`src/rtl/rxbc_pkg.sv`:
```
package rxbc_pkg;
  localparam int unsigned DEF_CNT_W    = 8;
  localparam int unsigned DEF_UNIT_LOG = 3;
  localparam int unsigned DEF_REG_W    = 32;

  typedef enum logic [1:0] {
    EV_IDLE,
    EV_STEP,
    EV_END
  } rxbc_event_e;
endpackage

```
`src/rtl/rxbc_size_sel.sv`:
```
module rxbc_size_sel #(
  parameter int unsigned CNT_W = 8
) (
  input  logic [CNT_W-1:0] hdr_units,
  input  logic [CNT_W-1:0] data_units,
  input  logic             use_hdr,
  output logic [CNT_W-1:0] next_units
);
  always_comb begin
    next_units = use_hdr ? hdr_units : data_units;
  end
endmodule

```
`src/rtl/rxbc_counter.sv`:
```
module rxbc_counter
  import rxbc_pkg::*;
#(
  parameter int unsigned CNT_W = 8
) (
  input  logic             clk,
  input  logic             rst,
  input  logic [CNT_W-1:0] load_units,
  input  logic             beat,
  output logic [CNT_W-1:0] count,
  output logic             restart
);
  localparam logic [CNT_W-1:0] ONE  = CNT_W'(1);
  localparam logic [CNT_W-1:0] ZERO = '0;

  rxbc_event_e ev;

  always_comb begin
    if (count == ZERO || (beat && count == ONE)) ev = EV_END;
    else if (beat)                               ev = EV_STEP;
    else                                         ev = EV_IDLE;
  end

  always_ff @(posedge clk) begin
    if (rst) begin
      count   <= load_units;
      restart <= 1'b0;
    end else begin
      unique case (ev)
        EV_END: begin
          count   <= load_units;
          restart <= 1'b1;
        end
        EV_STEP: begin
          count   <= count - ONE;
          restart <= 1'b0;
        end
        default: begin
          restart <= 1'b0;
        end
      endcase
    end
  end
endmodule

```
`src/rtl/rxbc_status.sv`:
```
module rxbc_status #(
  parameter int unsigned CNT_W    = 8,
  parameter int unsigned UNIT_LOG = 3,
  parameter int unsigned REG_W    = 32
) (
  input  logic [CNT_W-1:0] count,
  output logic [REG_W-1:0] word
);
  localparam int unsigned FIELD_HI = UNIT_LOG + CNT_W - 1;

  for (genvar b = 0; b < REG_W; b++) begin : g_bit
    if (b >= UNIT_LOG && b <= FIELD_HI) begin : g_field
      assign word[b] = count[b - UNIT_LOG];
    end else begin : g_zero
      assign word[b] = 1'b0;
    end
  end
endmodule

```
`src/rtl/rx_dma_bytecount.sv`:
```
module rx_dma_bytecount
  import rxbc_pkg::*;
#(
  parameter int unsigned CNT_W    = DEF_CNT_W,
  parameter int unsigned UNIT_LOG = DEF_UNIT_LOG,
  parameter int unsigned REG_W    = DEF_REG_W
) (
  input  logic             clk,
  input  logic             rst,
  input  logic [CNT_W-1:0] hdr_units,
  input  logic [CNT_W-1:0] data_units,
  input  logic             use_hdr,
  input  logic             beat,
  output logic             restart,
  output logic [REG_W-1:0] status_word
);
  logic [CNT_W-1:0] next_units;
  logic [CNT_W-1:0] count;

  rxbc_size_sel #(.CNT_W(CNT_W)) sel_i (
    .hdr_units  (hdr_units),
    .data_units (data_units),
    .use_hdr    (use_hdr),
    .next_units (next_units)
  );

  rxbc_counter #(.CNT_W(CNT_W)) cnt_i (
    .clk        (clk),
    .rst        (rst),
    .load_units (next_units),
    .beat       (beat),
    .count      (count),
    .restart    (restart)
  );

  rxbc_status #(.CNT_W(CNT_W), .UNIT_LOG(UNIT_LOG), .REG_W(REG_W)) stat_i (
    .count (count),
    .word  (status_word)
  );
endmodule

```
`config.mk`:
```
export PLATFORM = sky130hd
export DESIGN_NAME = rx_dma_bytecount
export DESIGN_NICKNAME = d
export VERILOG_FILES = /design/src/rtl/rxbc_pkg.sv /design/src/rtl/rxbc_size_sel.sv /design/src/rtl/rxbc_counter.sv /design/src/rtl/rxbc_status.sv /design/src/rtl/rx_dma_bytecount.sv
export SDC_FILE = /design/constraint.sdc
export NUM_CORES = 1
export LEC_CHECK = 0
export BUFFER_PORTS_ARGS = -buffer_cell sky130_fd_sc_hd__buf_4
export CORE_MARGIN = 1.5
export CORE_UTILIZATION = 37
export DETAILED_ROUTE_END_ITERATION = 10
export GPL_TIMING_DRIVEN = 0
export PLACE_DENSITY_LB_ADDON = 0.25
export SETUP_SLACK_MARGIN = 0.4
export SLEW_MARGIN = 25
export SYNTH_ARGS = -nofsm -noshare
export SYNTH_HDL_FRONTEND = slang
export SYNTH_SLANG_ARGS = --single-unit
```
`constraint.sdc`:
```
create_clock -name clk -period 1.7 [get_ports clk]
set_clock_uncertainty 0.1 [all_clocks]
set_input_delay 0.255 -clock clk [delete_from_list [all_inputs] [get_ports clk]]
set_output_delay 0.255 -clock clk [all_outputs]
set_load 0.005 [all_outputs]
```
==> flow_metrics.py <==
metrics = {
    "critical_path": {
        "end_kind": "register",
        "required_ps": 1610,
        "critPathMaxFanout": 5,
        "criticalPathCategory": "reg2reg",
        "r2r_end": "cnt_i.count[0]",
        "critical_path.startpoint_type": "register",
        "crit_start": "cnt_i.count[3]",
        "reg2regPathDepth": 5,
        "rrSetupSlack_ps": -50,
        "cp.arrival_ps": 1660,
        "r2r-start": "cnt_i.count[3]",
    },
    "synthesis": {
        "synth_largest_area_cell": "edfxtp_1",
        "syn-cell-area_sq_um": 825.8,
        "ys_seq_elements": 9,
        "synth.distinct_cells": 22,
        "synth_cells": 77,
        "yosys.area.top_type_share": 0.2909,
        "avgSynthCellArea_sq_um": 10.72,
        "synth_seq_area_share": 0.3152,
        "ys_warn_count": 0,
        "synth_area_leaders": "edfxtp_1, buf_4, mux2i_1, ha_1, xnor2_1",
    },
    "job": {
        "maxCapViolCount": 0,
    },
    "detailed_routing": {
        "dr.pass1.iters": 2,
        "drtAntennaViolNets": 0,
        "vias": 672,
        "via_per_inst": 4.024,
        "wl_mm": 1.672,
        "wl_per_cell_microns": 10.01,
        "drt-initial-drc-count": 3,
        "drc": 0,
    },
    "clock_network": {
        "cts_num_sinks": 9,
        "clockBufferDepth": 2,
        "cts_made_buffers": 3,
        "cts_tree": "built",
        "cts-root-buf": "clkbuf_4",
        "clkTransAtPathRegs_ps": 70,
        "clkLatencyLatePin_ps": 260,
        "cts-hold-fix-buffers": 0,
        "h-tree-depth": 1,
    },
    "finish": {
        "fill_cells": 173,
        "area_delta_synth_final_pct": 56.97,
        "layout-drive-gt1-share": 0.5214,
        "antennaDiodeCount": 0,
        "final_cell_area_sq_um": 1296,
        "final_util": 0.6411,
        "nets": 164,
        "stdcell_count": 167,
    },
    "worst_hold_path": {
        "hold_start": "rst",
        "whs_endpoint": "cnt_i.restart",
        "hold_class": "in2reg",
        "holdPathStages": 2,
    },
    "power_and_ir_drop": {
        "pwr-share-clk": 0.220,
        "peakVddDrop_mv": 0.3950,
        "power.net_switching_mw": 0.2348,
        "power.density_nw_per_um2": 606.3,
        "internal_power_mw": 0.5512,
        "total_leakage_power_nw": 0.6550,
        "power_frac_seq": 0.385,
        "netSwitchingFraction": 0.2987,
        "comb_power_share": 0.395,
    },
    "floorplanning": {
        "chipHeight_microns": 50.24,
        "initial_core_util": 0.4084,
        "core.rowCount": 16,
        "core_sq_um": 2022,
        "die_x_microns": 50.24,
        "die_area_sq_um": 2524,
        "io_pins": 53,
    },
    "global_routing": {
        "grt_usage": 0.1345,
        "antenna_found_initial": 0,
        "grt-ovfl-total": 0,
        "grt_pass1_wl_mm": 2.608,
        "grt_pass1_vias": 605,
        "grt_max_degree": 9,
    },
    "sta": {
        "rsz0062_at_grt": "yes",
        "setup_viol": 16,
        "layout_setup_ws_ps": -50.91,
        "post-route-min-period_ps": 1751,
        "slew-limit-headroom": 0.6008,
        "min_period_over_period": 1.030,
        "tightest_slew_ps": 598.8,
        "hold_violations": 0,
        "clock.fmax_mhz": 571.1,
        "finalMaxSlewViolations": 0,
    },
    "place": {
        "gp_congestion": 0.7166,
        "place_area_sq_um": 1156,
        "place_inst": 154,
        "port_buffers": 27,
        "dp_slack_ps": -93.37,
        "dp_hpwl_mm": 1.225,
    },
    "status": {
        "status": "finished with violations",
        "violations": "negative setup slack",
    },
}
-- timing repair --
item,CTS,global route
gates resized for setup,5,5
setup buffers,9,0
pin swaps,2,0
hold endpoints to repair,0,0
setup endpoints to repair,18,22
-- worst max-delay path: stages, from the launching register on --
cell and delay [ps]:
edfxtp_1 430, nor4_4 310, nor3b_4 300, a21oi_4 100
buf_6 140, mux2i_1 110
-- per-layer routing --
| layer | vias to the layer above | track usage | part of all wire |
|---|---|---|---|
| li1 | 344 | - | - |
| met1 | 289 | 0.1554 | 0.40 |
| met2 | 39 | 0.2588 | 0.52 |
| met3 | 0 | 0.01786 | 0.087 |
| met4 | 0 | 0.02778 | 0 |
| met5 | - | 0 | 0 |
-- state kept, by name (all words and copies together), names as in the netlist --
register and cells:
cnt_i.count 8, cnt_i.restart 1
-- stage by stage --
stage / power [mW] / hold slack (ps) / setup TNS (ps)
after floorplan: 0.4639 / 224.5 / 0
after global placement: 0.5491 / 334.1 / -1071
after detailed placement: 0.5563 / 342.6 / -1376
after CTS: 0.7718 / 64.38 / -779.8
after global routing: 0.8319 / 63.81 / -2026
final: 0.7859 / 67.31 / -534.0
-- power by group through the flow --
stage / Clock (mW) / Combinational [mW] / Sequential [mW]
global route: 0.186 / 0.340 / 0.307
floorplan: 0 / 0.153 / 0.311
detailed placement: 0 / 0.242 / 0.315
finish: 0.173 / 0.310 / 0.303
global placement: 0 / 0.236 / 0.313
CTS: 0.176 / 0.299 / 0.297
-- final cells by class --
cell class | count | area [sq um] | share of cell area
repair buffers | 36 | 300.3 | 0.2317
clock inverters | 1 | 5.005 | 0.003861
clock buffers | 3 | 22.52 | 0.01737
flip-flops and latches | 9 | 260.3 | 0.2008
inverters | 2 | 7.507 | 0.005792
well taps | 27 | 33.78 | 0.02606
multi-input cells | 64 | 483.0 | 0.3726
plain buffers | 25 | 183.9 | 0.1419
-- synth_stat cells --
library cell,n
nor3b_4,1
a211o_2,1
conb_1,1
edfxtp_1,8
nor3b_2,1
buf_1,1
nand2b_1,2
dfxtp_1,1
xor2_1,2
or2_2,1
inv_1,2
a21oi_4,1
nor2_1,2
buf_4,24
nor3_1,1
ha_1,3
nor4_2,1
mux2i_1,16
xnor2_1,4
a21oi_1,1
nand2_1,2
nor4_1,1
-- kinds of logic after synthesis --
family,Yosys count,synth area share
other cells,1,0.004541
xor+xnor,6,0.06364
fa+ha+maj,3,0.04546
compound gates,3,0.03788
buf+inv,27,0.2318
mux,16,0.1939
flops,9,0.3152
simple gates,12,0.1076
-- worst max path at each step --
stage	slack [ps]	endpoint	depth (start not counted)
2_1_floorplan	40	cnt_i.count[0]	3
3_3_place_gp	-80	cnt_i.count[3]	3
3_5_place_dp	-90	cnt_i.count[0]	5
4_1_cts	-60	cnt_i.count[0]	3
5_1_grt	-150	cnt_i.count[0]	5
6_report	-50	cnt_i.count[0]	5
-- placed cells by master, fill, tap and decap left out --
| cell type | count |
|---|---|
| buf_1 | 1 |
| nor2_1 | 2 |
| dfxtp_1 | 1 |
| clkinv_2 | 1 |
| a21oi_4 | 1 |
| xnor2_1 | 4 |
| buf_4 | 52 |
| ha_2 | 2 |
| buf_6 | 8 |
| mux2i_1 | 16 |
| conb_1 | 24 |
| nor3b_2 | 1 |
| or2_4 | 1 |
| nor3b_4 | 1 |
| nand2b_1 | 2 |
| inv_1 | 2 |
| a21oi_1 | 1 |
| nor4_4 | 1 |
| nor3_1 | 1 |
| nor4_2 | 1 |
| ha_1 | 1 |
| xor2_1 | 2 |
| clkbuf_4 | 3 |
| nand2_1 | 2 |
| edfxtp_1 | 8 |
| a211o_2 | 1 |
(Power assumes the default switching activity.)
